### src/rtl/pbc_pkg.sv
package pbc_pkg;
  localparam int PB0_CODE = 0;
  localparam int PB1_CODE = 1;
  localparam int SW_BASE  = 2;
endpackage

### src/rtl/pbc_credit.sv
module pbc_credit #(
  parameter int CREDIT_W   = 12,
  parameter int POWER_W    = 8,
  parameter int CREDIT_MAX = 2000,
  parameter int TDP_LIMIT  = 100
) (
  input  logic                clk,
  input  logic                rst_n,
  input  logic                tick,
  input  logic [POWER_W-1:0]  power,
  output logic [CREDIT_W-1:0] credit_q
);
  localparam int EW = ((CREDIT_W > POWER_W) ? CREDIT_W : POWER_W) + 2;

  logic [EW-1:0]       cur, pw, lim, delta, sum;
  logic [CREDIT_W-1:0] credit_d;
  logic                credit_en;

  always_comb begin
    cur   = EW'(credit_q);
    pw    = EW'(power);
    lim   = EW'(TDP_LIMIT);
    delta = '0;
    sum   = cur;
    if (pw < lim) begin
      delta = lim - pw;
      sum   = cur + delta;
      if (sum > EW'(CREDIT_MAX)) sum = EW'(CREDIT_MAX);
    end else begin
      delta = pw - lim;
      if (delta >= cur) sum = '0;
      else              sum = cur - delta;
    end
    credit_en = tick;
    credit_d  = sum[CREDIT_W-1:0];
  end

  always_ff @(posedge clk or negedge rst_n) begin
    if (!rst_n)         credit_q <= '0;
    else if (credit_en) credit_q <= credit_d;
  end
endmodule

### src/rtl/pbc_thermal.sv
module pbc_thermal #(
  parameter int TEMP_W    = 8,
  parameter int TEMP_MAX  = 100,
  parameter int TEMP_HYST = 85
) (
  input  logic              clk,
  input  logic              rst_n,
  input  logic [TEMP_W-1:0] temp,
  output logic              hot_now,
  output logic              throttle_q
);
  logic thr_en, thr_d;

  always_comb begin
    hot_now = (temp >= TEMP_W'(TEMP_MAX));
    thr_en  = hot_now || (temp < TEMP_W'(TEMP_HYST));
    thr_d   = hot_now;
  end

  always_ff @(posedge clk or negedge rst_n) begin
    if (!rst_n)      throttle_q <= 1'b0;
    else if (thr_en) throttle_q <= thr_d;
  end
endmodule

### src/rtl/pbc_state_sel.sv
module pbc_state_sel
  import pbc_pkg::*;
#(
  parameter int NUM_SW      = 5,
  parameter int REQ_W       = 3,
  parameter int STATE_W     = 3,
  parameter int CREDIT_W    = 12,
  parameter int ENTRY_THR   = 200,
  parameter int PB0_THR     = 1000,
  parameter int DWELL_TICKS = 4
) (
  input  logic                clk,
  input  logic                rst_n,
  input  logic                tick,
  input  logic [REQ_W-1:0]    sw_req,
  input  logic [CREDIT_W-1:0] credit,
  input  logic                hot_now,
  input  logic                throttle_q,
  output logic [STATE_W-1:0]  grant_q
);
  localparam int DW_W      = $clog2(DWELL_TICKS + 2);
  localparam int PMIN_CODE = SW_BASE + NUM_SW - 1;

  logic [STATE_W-1:0] req_code, target, grant_d;
  logic [DW_W-1:0]    dwell_q, dwell_d;
  logic               boost_ok, dwell_ok, grant_en, dwell_en;

  always_comb begin
    if (sw_req >= REQ_W'(NUM_SW - 1)) req_code = STATE_W'(PMIN_CODE);
    else                              req_code = STATE_W'(SW_BASE) + STATE_W'(sw_req);

    boost_ok = !throttle_q && !hot_now && (sw_req == '0) &&
               (credit > CREDIT_W'(ENTRY_THR));

    if (throttle_q || hot_now)
      target = STATE_W'(PMIN_CODE);
    else if (boost_ok)
      target = (credit >= CREDIT_W'(PB0_THR)) ? STATE_W'(PB0_CODE) : STATE_W'(PB1_CODE);
    else
      target = req_code;

    dwell_ok = (dwell_q >= DW_W'(DWELL_TICKS));
    grant_en = 1'b0;
    grant_d  = grant_q;
    dwell_en = 1'b0;
    dwell_d  = dwell_q;
    if (hot_now && (grant_q != STATE_W'(PMIN_CODE))) begin
      grant_en = 1'b1;
      grant_d  = STATE_W'(PMIN_CODE);
      dwell_en = 1'b1;
      dwell_d  = '0;
    end else if (tick) begin
      if (dwell_ok && (target != grant_q)) begin
        grant_en = 1'b1;
        grant_d  = target;
        dwell_en = 1'b1;
        dwell_d  = '0;
      end else if (!dwell_ok) begin
        dwell_en = 1'b1;
        dwell_d  = dwell_q + 1'b1;
      end
    end
  end

  always_ff @(posedge clk or negedge rst_n) begin
    if (!rst_n) begin
      grant_q <= STATE_W'(PMIN_CODE);
      dwell_q <= DW_W'(DWELL_TICKS);
    end else begin
      if (grant_en) grant_q <= grant_d;
      if (dwell_en) dwell_q <= dwell_d;
    end
  end
endmodule

### src/rtl/pstate_boost_ctrl.sv
module pstate_boost_ctrl #(
  parameter int NUM_SW      = 5,
  parameter int REQ_W       = 3,
  parameter int CREDIT_W    = 12,
  parameter int CREDIT_MAX  = 2000,
  parameter int POWER_W     = 8,
  parameter int TDP_LIMIT   = 100,
  parameter int TEMP_W      = 8,
  parameter int TEMP_MAX    = 100,
  parameter int TEMP_HYST   = 85,
  parameter int ENTRY_THR   = 200,
  parameter int PB0_THR     = 1000,
  parameter int DWELL_TICKS = 4,
  localparam int STATE_W    = $clog2(NUM_SW + 2)
) (
  input  logic               clk,
  input  logic               rst_n,
  input  logic               tick,
  input  logic [REQ_W-1:0]   sw_req,
  input  logic [POWER_W-1:0] power,
  input  logic [TEMP_W-1:0]  temp,
  output logic [STATE_W-1:0] grant_state,
  output logic               throttle
);
  logic [1:0]          rst_pipe;
  logic                rst_sync_n;
  logic [CREDIT_W-1:0] credit_q;
  logic                hot_now, throttle_q;

  always_ff @(posedge clk or negedge rst_n) begin
    if (!rst_n) rst_pipe <= 2'b00;
    else        rst_pipe <= {rst_pipe[0], 1'b1};
  end
  assign rst_sync_n = rst_pipe[1];

  pbc_credit #(
    .CREDIT_W(CREDIT_W), .POWER_W(POWER_W),
    .CREDIT_MAX(CREDIT_MAX), .TDP_LIMIT(TDP_LIMIT)
  ) u_credit (
    .clk(clk), .rst_n(rst_sync_n), .tick(tick), .power(power), .credit_q(credit_q)
  );

  pbc_thermal #(
    .TEMP_W(TEMP_W), .TEMP_MAX(TEMP_MAX), .TEMP_HYST(TEMP_HYST)
  ) u_thermal (
    .clk(clk), .rst_n(rst_sync_n), .temp(temp), .hot_now(hot_now), .throttle_q(throttle_q)
  );

  pbc_state_sel #(
    .NUM_SW(NUM_SW), .REQ_W(REQ_W), .STATE_W(STATE_W), .CREDIT_W(CREDIT_W),
    .ENTRY_THR(ENTRY_THR), .PB0_THR(PB0_THR), .DWELL_TICKS(DWELL_TICKS)
  ) u_sel (
    .clk(clk), .rst_n(rst_sync_n), .tick(tick), .sw_req(sw_req), .credit(credit_q),
    .hot_now(hot_now), .throttle_q(throttle_q), .grant_q(grant_state)
  );

  assign throttle = throttle_q;
endmodule

### config.mk
export PLATFORM = sky130hd
export DESIGN_NAME = pstate_boost_ctrl
export DESIGN_NICKNAME = d
export VERILOG_FILES = /design/src/rtl/pbc_pkg.sv /design/src/rtl/pbc_credit.sv /design/src/rtl/pbc_thermal.sv /design/src/rtl/pbc_state_sel.sv /design/src/rtl/pstate_boost_ctrl.sv
export SDC_FILE = /design/constraint.sdc
export NUM_CORES = 1
export LEC_CHECK = 0
export ABC_AREA = 1
export BUFFER_PORTS_ARGS = -buffer_cell sky130_fd_sc_hd__buf_2
export CORE_MARGIN = 5
export CORE_UTILIZATION = 27
export CTS_BUF_LIST = sky130_fd_sc_hd__clkbuf_8 sky130_fd_sc_hd__clkbuf_16
export DETAILED_ROUTE_END_ITERATION = 10
export PLACE_DENSITY = 0.47
export RECOVER_POWER = 25
export SLEW_MARGIN = 10
export SYNTH_ARGS = -nofsm -noshare
export SYNTH_HDL_FRONTEND = slang
export SYNTH_SLANG_ARGS = --single-unit
### constraint.sdc
create_clock -name clk -period 1.2 [get_ports clk]
set_input_delay 0.24 -clock clk [delete_from_list [all_inputs] [get_ports clk]]
set_output_delay 0.24 -clock clk [all_outputs]
set_load 0.03 [all_outputs]
==> key figures, run 1 <==
Status
  • Status: finished, violations left
  • Failing checks: negative setup slack

Synth
  • Post-synthesis cell area: 2997 µm²
  • Synth top area cells: nand2_1 17%, ha_1 16%, dfrtp_1 15%
  • YS warnings: 0
  • Synthesized instance count: 481
  • Sequential area share after synthesis: 17.66%
  • Area leader, netlist: nand2_1
  • Yosys top cell area share: 17.04%
  • Net Count, Synth: 544
  • Register bit count reported by yosys: 21
  • Synth cell types: 34
  • Avg Cell Area, Syn: 6.230 µm²

STA
  • Worst slew pin tran: 562.5 ps
  • Final Hold Fails: 0
  • Post-route minimum period: 2362 ps
  • Max-slew headroom: 62.50%
  • Fin Hold WS: 188.2 ps
  • Final worst slack: -1162 ps
  • Setup TNS: -17380 ps
  • Final Cycle Share: 196.8%
  • RSZ-0062 raised after global routing: true
  • Max Slew Vio Count: 0
  • Clock Skews: 4.600 ps
  • # setup viols final: 20
  • FMAX: 423.4 MHz

Die
  • Chip width: 115.4 µm
  • Initial core utilization: 27.64%
  • Die Y-Extent: 115.4 µm
  • Core Region: 10840 µm²
  • Die area: 13310 µm²
  • Num rows: 38
  • Ports: 26

Global routing
  • Initial antenna violation count: 0
  • GR Util met3: 1.421%
  • M1 GR Usage: 21.43%
  • Largest net degree at the start of global routing: 22
  • Overflow after GRT: 0
  • Grt peak-use layer: met2
  • First-pass GRT wire length: 16730 µm
  • Met2 Use GR: 26.50%
  • Vias in the first global route: 3521
  • GRT Total Usage: 15.52%

Cells and area
  • Final core occ: 45.66%
  • Final instance area: 4950 µm²
  • Final net count: 701
  • Commonest non-fill, non-tap cell in the layout: buf_4
  • Area Growth Syn to Fin: 65.18%
  • Register area: 531.8 µm²
  • Layout cells sized above 1: 42.54%
  • Fillers: 1098
  • Most frequent cells in the layout: 117 x buf_4, 109 x nand2_1, 67 x inv_1
  • ANT cells: 0
  • Area of the multi-input gates: 2649 µm²

CTS
  • H-tree lvl count: 1
  • Clock latency on the worst-skew pair: 270 ps
  • TritonCTS clock tree: built
  • Clock slew seen by the registers of the worst setup and hold paths: 90 ps
  • Clk sink count: 21
  • CTS Buffer Depth: 2
  • TritonCTS Buffers: 3
  • Root Buffer: clkbuf_8

Worst hold path
  • Hold Path Class: flip-flop to asynchronous set/reset pin

Route
  • Vias/cell: 4.486
  • Avg WL per Cell: 12.89 µm
  • Drt first-iter violations: 81
  • DRC: 0
  • Post-route antenna net violation count: 0
  • Total number of vias: 3486
  • DRT Wirelength: 10010 µm
  • Pre-Repair DR Iteration Count: 4

Place
  • Cell Area, Placed: 4344 µm²
  • Port Buffers: 25
  • GPL Wtd Cong: 0.8678
  • Detailed placement HPWL: 8345 µm

Critical path
  • R2r startpoint: u_credit.credit_q[0]
  • Crit start category: primary input
  • Worst Path Arrival: 2530 ps
  • CP required: 1370 ps
  • Reg2reg end: u_credit.credit_q[0]
  • CP Class: primary input to flip-flop
  • CP max FO: 6
  • Reg2reg setup slack: -1150 ps
  • R2R depth: 16
  • Worst setup EP type: flip-flop

Power and ir drop
  • PwrDens: 1830 nW/µm²
  • Internal: 0.004738 W
  • Clock Power Share: 5.4%
  • Leak Pwr: 2.576 nW
  • VDD IR-drop max: 765.0 µV
  • Switching Share: 47.69%
  • Combinational share of power: 81.2%
  • P_sw: 0.004320 W
  • Sequential share of power: 13.4%
  • Overall power: 0.009059 W

Job
  • Max-cap check violation count: 0
-- per-layer routing --
metal	part of all wire, %	wire, µm
met4	1.4	144
met1	49	4870
met3	2.0	196
met2	48	4802
met5	0	0
-- worst max path at each step --
stage | end | start | slack [ps] | cells past startpoint
3_5_place_dp | u_credit.credit_q[4] | power[2] | -1690 | 22
4_1_cts | u_credit.credit_q[0] | power[2] | -1180 | 22
2_1_floorplan | u_credit.credit_q[0] | power[1] | -1030 | 21
3_3_place_gp | u_credit.credit_q[8] | power[2] | -1680 | 21
5_1_grt | u_credit.credit_q[0] | power[2] | -1310 | 22
6_report | u_credit.credit_q[0] | power[2] | -1160 | 20
-- cell families (layout without fill, tap and decap cells) --
| group | after synthesis | count (layout) | share of synthesized area (%) |
|---|---|---|---|
| AO/OA/AOI/OAI | 62 | 62 | 11.32 |
| XOR/XNOR | 21 | 21 | 6.138 |
| adder cells (fa/ha/maj) | 41 | 41 | 17.62 |
| buffers and inverters | 86 | 242 | 10.77 |
| flip-flops | 21 | 21 | 17.66 |
| other | 1 | 1 | 0.1251 |
| AND/OR/NAND/NOR | 249 | 249 | 36.37 |
-- final cells by class --
type / instances / share of cell area (%)
clock inverters: 1 / 0.07583
flip-flops and latches: 21 / 10.74
multi-input cells: 374 / 53.51
inverters: 83 / 7.103
repair buffers: 155 / 24.19
well taps: 140 / 3.539
clock buffers: 3 / 0.8342
-- critical path, stage by stage --
cell and delay, ps:
buf_12 110, buf_6 110, ha_4 150, nand2_4 50, nand2_4 70, a21oi_4 160
xor2_1 160, ha_1 300, nand2_1 110, inv_1 50, a21oi_2 120, nand2_2 90
buf_6 130, xnor2_4 120, nor2_2 120, nand3_2 100, nand3_4 120, nand2_8 80
nand2_1 60, nand2_1 40
-- power by group through the flow --
stage                     logic [W]  clock network, W  registers [W]
after CTS                   0.00654          0.000508        0.00120
after global placement      0.00612                 0        0.00120
after detailed placement    0.00611                 0        0.00120
final                       0.00735          0.000493        0.00121
after floorplan             0.00322                 0        0.00132
after global routing        0.00815          0.000548        0.00125
-- metrics by stage --
step                      instances  setup slack [ps]
after floorplan                 481             -1029
after global placement          760             -1678
after detailed placement        760             -1687
after CTS                       770             -1178
after global routing            777             -1307
final                           777             -1162
-- what timing repair did --
item,in CTS,in global routing
hold buffers,1,0
pin swaps,31,38
buffers inserted,5,7
endpoints found under the setup margin,20,20
gates resized for setup,45,74
endpoints found under the hold margin,2,0
-- synth_stat cells --
cell type / instances
nor3b_1: 1
nand2_2: 7
a21boi_2: 1
o221ai_1: 1
nor2_2: 2
nand4_1: 10
dfrtp_1: 18
nor3_1: 5
dfstp_2: 3
conb_1: 1
o2111ai_1: 1
a31oi_1: 3
nand3b_1: 5
a31o_1: 1
nand2_1: 136
o21bai_1: 1
inv_2: 1
o21ai_1: 5
nand2_4: 3
nor2_1: 44
a211oi_1: 1
a21oi_1: 32
nand3_1: 33
ha_1: 39
xnor2_1: 7
o21ai_0: 15
xor2_1: 14
clkinv_1: 1
fa_1: 2
clkbuf_1: 3
inv_1: 81
a21o_1: 1
nand3_2: 2
nor4_1: 1
-- state kept, by name, indices dropped and copies added (netlist names) --
signal and cells:
rst_pipe 2, u_credit.credit_q 12, u_sel.dwell_q 3, u_sel.grant_q 3, u_thermal.throttle_q 1
(Power assumes the default switching activity.)
==> inputs of run 2 (changes only) <==
--- a/config.mk
+++ b/config.mk
@@ -8,10 +8,10 @@
 export ABC_AREA = 1
 export BUFFER_PORTS_ARGS = -buffer_cell sky130_fd_sc_hd__buf_2
 export CORE_MARGIN = 5
-export CORE_UTILIZATION = 27
+export CORE_UTILIZATION = 30
 export CTS_BUF_LIST = sky130_fd_sc_hd__clkbuf_8 sky130_fd_sc_hd__clkbuf_16
 export DETAILED_ROUTE_END_ITERATION = 10
-export PLACE_DENSITY = 0.47
+export PLACE_DENSITY = 0.51
 export RECOVER_POWER = 25
 export SLEW_MARGIN = 10
 export SYNTH_ARGS = -nofsm -noshare
==> key figures, run 2 (same netlist as run 1, synthesis figures left out) <==
Power and ir drop
  • Leak Pwr: 2.526 nW
  • VDD IR-drop max: 759.4 µV
  • PwrDens: 1806 nW/µm²
  • Overall power: 0.008730 W

Route
  • Total number of vias: 3486
  • Avg WL per Cell: 12.71 µm
  • Post-route antenna net violation count: 0
  • DRT Wirelength: 9712 µm
  • Vias/cell: 4.563
  • DRC: 0
  • Pre-Repair DR Iteration Count: 4
  • Drt first-iter violations: 154

STA
  • Worst slew pin tran: 599.0 ps
  • Final Hold Fails: 0
  • Setup TNS: -16510 ps
  • FMAX: 434.4 MHz
  • Final worst slack: -1102 ps
  • Final Cycle Share: 191.9%
  • Max-slew headroom: 60.07%
  • # setup viols final: 20
  • Max Slew Vio Count: 0
  • RSZ-0062 raised after global routing: true
  • Post-route minimum period: 2302 ps
  • Clock Skews: 4.472 ps

CTS
  • Clk sink count: 21
  • TritonCTS clock tree: built
  • CTS Buffer Depth: 2
  • Clock slew seen by the registers of the worst setup and hold paths: 90 ps
  • Clock latency on the worst-skew pair: 260 ps
  • TritonCTS Buffers: 3
  • H-tree lvl count: 1
  • Root Buffer: clkbuf_8

Die
  • Chip width: 109.9 µm
  • Initial core utilization: 30.66%
  • Die Y-Extent: 109.9 µm
  • Core Region: 9774 µm²
  • Ports: 26
  • Num rows: 36
  • Die area: 12090 µm²

Status
  • Failing checks: negative setup slack
  • Status: finished, violations left

Cells and area
  • Max FFs per register: 12
  • ANT cells: 0
  • Fin cells: 764
  • Most frequent cells in the layout: 114 x buf_4, 108 x nand2_1, 65 x inv_1
  • Largest register by flop count: u_credit.credit_q
  • Largest registers: u_credit.credit_q x12, u_sel.dwell_q x3, u_sel.grant_q x3
  • Layout cells sized above 1: 42.63%
  • Commonest non-fill, non-tap cell in the layout: buf_4
  • Area Growth Syn to Fin: 61.34%
  • Final instance area: 4835 µm²
  • Final net count: 695

Global routing
  • Vias in the first global route: 3476
  • GRT Total Usage: 16.73%
  • Overflow after GRT: 0
  • First-pass GRT wire length: 16150 µm
  • Largest net degree at the start of global routing: 21
  • Initial antenna violation count: 0

Place
  • Placed cell count: 747
  • Cell Area, Placed: 4290 µm²
  • GPL Wtd Cong: 0.8376
  • Detailed placement HPWL: 8125 µm
  • Port Buffers: 25
  • Worst slack, placed: -1644 ps

Critical path
  • Worst setup EP type: flip-flop
  • CP max FO: 4
  • CP Class: primary input to flip-flop
  • R2R depth: 13
  • Worst Path Arrival: 2500 ps
  • Crit start category: primary input
  • CP required: 1400 ps

Job
  • Max-cap check violation count: 0

Worst hold path
  • Hold Path Class: primary input to asynchronous set/reset pin
[run 2: cell count changes in the layout (fill, tap and decap cells not counted), moves of 3 or more]
cell and delta:
o21ai_1 -5, buf_6 -7, o21ai_0 +5, inv_2 +3, nor2_2 +7, nor2_1 -4
buf_4 -3, a21oi_2 -4, a21oi_1 +4, nor2_4 -3
[run 2: per-stage QoR]
stage          hold slack [ps]  utilization [%]
2_1_floorplan           -55.59                -
3_3_place_gp             28.62            43.89
3_5_place_dp             28.52            43.89
4_1_cts                  188.4            47.16
5_1_grt                  282.5            49.46
6_report                 265.0            49.46
[run 2: final cells by class]
type                       instances  area [µm²]
timing repair buffer             149        1154
clock inverter                     1       3.754
inverter                          83       351.6
tap                              133       166.4
multi-input combinational        374        2586
clock buffer                       3       41.29
sequential                        21       531.8
fill                            1029        4940
[run 2: power by group]
group | leakage [nW] | switching (W) | internal (W)
sequential | 0.250 | 0.000241 | 0.000961
clock | 0.0269 | 0.000253 | 0.000229
combinational | 2.25 | 0.00368 | 0.00336
total | 2.53 | 0.00418 | 0.00455
[run 2: critical path: stages]
cell      delay, ps
buf_12          100
inv_12           30
ha_4            150
nand2_4          70
nand2_4          70
a21oi_4         160
xor2_1          170
ha_1            310
nand2_2         100
inv_1            50
a21oi_2         120
nand2_2          90
nand3_2         100
nand2_2          80
nand2_2          80
nand3b_1         80
nand2_2         120
nand3_4         100
buf_4           160
o21ai_1         120
[run 2: final timing paths]
check	start	end	slack, ps
min in group clk	temp[4]	u_thermal.throttle_q	270
setup reg to reg	u_credit.credit_q[3]	u_credit.credit_q[3]	-1060
hold / removal	rst_n	rst_pipe[1]	270
max in group asynchronous	rst_pipe[1]	u_credit.credit_q[1]	440
setup / recovery	power[1]	u_credit.credit_q[3]	-1100
hold reg to reg	rst_pipe[1]	u_sel.dwell_q[0]	330
[run 2: what timing repair did]
item | in CTS | in global routing
hold endpoints to repair | 2 | 0
gates resized for setup | 56 | 53
setup buffers | 5 | 7
endpoints found under the setup margin | 20 | 20
pin swaps | 23 | 28
hold buffers | 1 | 0
[run 2: routing by layer]
layer | track usage, % | vias to the layer above | share of wire [%]
met5 | 0 | - | 0
met1 | 22.64 | 1603 | 48
li1 | - | 1833 | -
met2 | 29.68 | 44 | 49
met4 | 2.137 | 0 | 0.66
met3 | 1.292 | 6 | 2.0
==> inputs of run 3 (changes only) <==
--- a/config.mk
+++ b/config.mk
@@ -8,10 +8,10 @@
 export ABC_AREA = 1
 export BUFFER_PORTS_ARGS = -buffer_cell sky130_fd_sc_hd__buf_2
 export CORE_MARGIN = 5
-export CORE_UTILIZATION = 30
+export CORE_UTILIZATION = 35
 export CTS_BUF_LIST = sky130_fd_sc_hd__clkbuf_8 sky130_fd_sc_hd__clkbuf_16
 export DETAILED_ROUTE_END_ITERATION = 10
-export PLACE_DENSITY = 0.51
+export PLACE_DENSITY = 0.57
 export RECOVER_POWER = 25
 export SLEW_MARGIN = 10
 export SYNTH_ARGS = -nofsm -noshare
==> key figures, run 3 (same netlist as run 1, synthesis figures left out) <==
CTS
  • TritonCTS Buffers: 3
  • CTS Buffer Depth: 2
  • Clock latency on the worst-skew pair: 270 ps
  • H-tree lvl count: 1
  • Clk sink count: 21
  • TritonCTS clock tree: built
  • Clock slew seen by the registers of the worst setup and hold paths: 80 ps
  • Root Buffer: clkbuf_8

Critical path
  • Worst setup EP type: flip-flop
  • Sum of buffers and inverters on the critical path: 4
  • Worst Path Arrival: 2550 ps
  • Crit path launch: power[3]
  • Reg2reg end: u_credit.credit_q[8]
  • Crit-path slowest cell: ha_1
  • Reg2reg setup slack: -1070 ps
  • Top delay family on crit path: simple AND/OR/NAND/NOR gates
  • Crit path cell chain: buf_12, clkinv_8, ha_4, nand2_4, nand2_4, a21oi_2, xor2_1, ha_1, nand2_2, inv_1, a21oi_2, nand2_2, nand3_2, nand2_2, nand2_2, nand3b_1, nand2_4, nand3_4, buf_12, o21ai_2
  • CP max FO: 4
  • CP required: 1400 ps
  • CP Class: primary input to flip-flop
  • Worst stage delay on the critical path: 310 ps
  • R2r startpoint: u_credit.credit_q[0]
  • Crit start category: primary input
  • Most common cell on crit path: nand2_2
  • R2R depth: 12

STA
  • FMAX: 424.8 MHz
  • # setup viols final: 20
  • Setup TNS: -16710 ps
  • Final worst slack: -1154 ps
  • Clock Skews: 2.931 ps
  • RSZ-0062 raised after global routing: true
  • Final Hold Fails: 0
  • Final Cycle Share: 196.2%
  • Post-route minimum period: 2354 ps
  • Max Slew Vio Count: 0

Route
  • Post-route antenna net violation count: 0
  • Drt first-iter violations: 152
  • DRT Wirelength: 9609 µm
  • Avg WL per Cell: 13.07 µm
  • Vias/cell: 4.814
  • DRC: 0
  • Total number of vias: 3538
  • Pre-Repair DR Iteration Count: 4

Die
  • Die area: 10510 µm²
  • Ports: 26
  • Die Y-Extent: 102.5 µm
  • Initial core utilization: 36.11%
  • Core Region: 8299 µm²
  • Num rows: 33
  • Chip width: 102.5 µm

Place
  • Detailed placement HPWL: 7858 µm
  • GPL Wtd Cong: 0.9093
  • Port Buffers: 25

Power and ir drop
  • VDD IR-drop max: 842.3 µV
  • Combinational share of power: 81.2%
  • Clock Power Share: 5.3%
  • Switching Share: 47.71%
  • Leak Pwr: 2.563 nW
  • PwrDens: 1841 nW/µm²
  • Internal: 0.004704 W
  • P_sw: 0.004291 W
  • Sequential share of power: 13.4%

Cells and area
  • ANT cells: 0
  • Most frequent cells in the layout: 112 x buf_4, 106 x nand2_1, 66 x inv_1
  • Area Growth Syn to Fin: 63.09%
  • Max FFs per register: 12
  • Commonest non-fill, non-tap cell in the layout: buf_4
  • Layout cells sized above 1: 43.02%
  • Final net count: 694
  • Largest registers: u_credit.credit_q x12, u_sel.dwell_q x3, u_sel.grant_q x3
  • Largest register by flop count: u_credit.credit_q
  • Final core occ: 58.89%

Global routing
  • Vias in the first global route: 3411
  • First-pass GRT wire length: 15340 µm
  • Overflow after GRT: 0
  • GRT Total Usage: 18.17%
  • Largest net degree at the start of global routing: 21
  • Initial antenna violation count: 0

Status
  • Failing checks: negative setup slack
  • Status: finished, violations left

Worst hold path
  • Hold Path Class: flip-flop to asynchronous set/reset pin

Job
  • Max-cap check violation count: 0
run 3: changes by cell type in the layout (fill, tap and decap cells not counted), sizes merged:
| cell | change |
|---|---|
| clkbuf | -1 |
| clkinv | +1 |
| inv | -1 |
run 3: layer usage:
metal	global-route usage, %	vias up	share of wire, %
li1	-	1844	-
met1	24.54	1623	45
met5	0	-	0
met2	31.23	53	49
met4	4.844	0	2.2
met3	1.421	18	3.2
run 3: what timing repair did:
| action | in CTS | in global routing |
|---|---|---|
| hold endpoints to repair | 2 | 0 |
| setup buffers | 6 | 6 |
| cloned | 0 | 0 |
| setup endpoints to repair | 20 | 20 |
| hold buffers | 1 | 0 |
| pin swaps | 31 | 44 |
| resized for setup | 62 | 62 |
run 3: worst max path at each step:
stage	end	slack, ps	cells after the start
6_report	u_credit.credit_q[1]	-1150	20
5_1_grt	u_credit.credit_q[5]	-1300	20
4_1_cts	u_credit.credit_q[0]	-1060	24
3_5_place_dp	u_credit.credit_q[10]	-1600	16
3_3_place_gp	u_credit.credit_q[0]	-1540	22
2_1_floorplan	u_credit.credit_q[0]	-1030	21
run 3: layout make-up:
| class | instances | area, µm² |
|---|---|---|
| Inverter | 83 | 359.1 |
| Sequential cell | 21 | 531.8 |
| Timing Repair Buffer | 148 | 1181 |
| Fill cell | 745 | 3412 |
| Multi-Input combinational cell | 374 | 2639 |
| Clock buffer | 3 | 41.29 |
| Clock inverter | 1 | 3.754 |
| Tap cell | 105 | 131.4 |
run 3: worst reg2reg max path, stage by stage, from the launching register on:
cell and delay, ps:
dfrtp_1 420, buf_6 140, inv_1 50, ha_1 170, inv_1 70, fa_1 420, a21oi_1 230, nor2_1 90
nor2_1 130, xor2_1 180, nor2_1 80, nor2_1 120, a21oi_2 60
run 3: through the flow:
step | hold WS, ps | area [µm²] | total power, W | instances | setup slack [ps]
2_1_floorplan | -55.59 | 3166 | 0.004537 | 481 | -1029
3_3_place_gp | 24.75 | 4260 | 0.007077 | 718 | -1545
3_5_place_dp | 26.96 | 4260 | 0.007140 | 718 | -1602
4_1_cts | 134.2 | 4603 | 0.008203 | 729 | -1060
5_1_grt | 151.7 | 4887 | 0.009761 | 735 | -1295
6_report | 133.9 | 4887 | 0.008995 | 735 | -1154
run 3: power groups by stage:
stage	combinational, W	clock [W]	sequential, W
after global placement	0.00589	0	0.00119
final	0.00731	0.000481	0.00121
after floorplan	0.00322	0	0.00132
after detailed placement	0.00595	0	0.00119
after global routing	0.00801	0.000517	0.00124
after CTS	0.00651	0.000487	0.00120
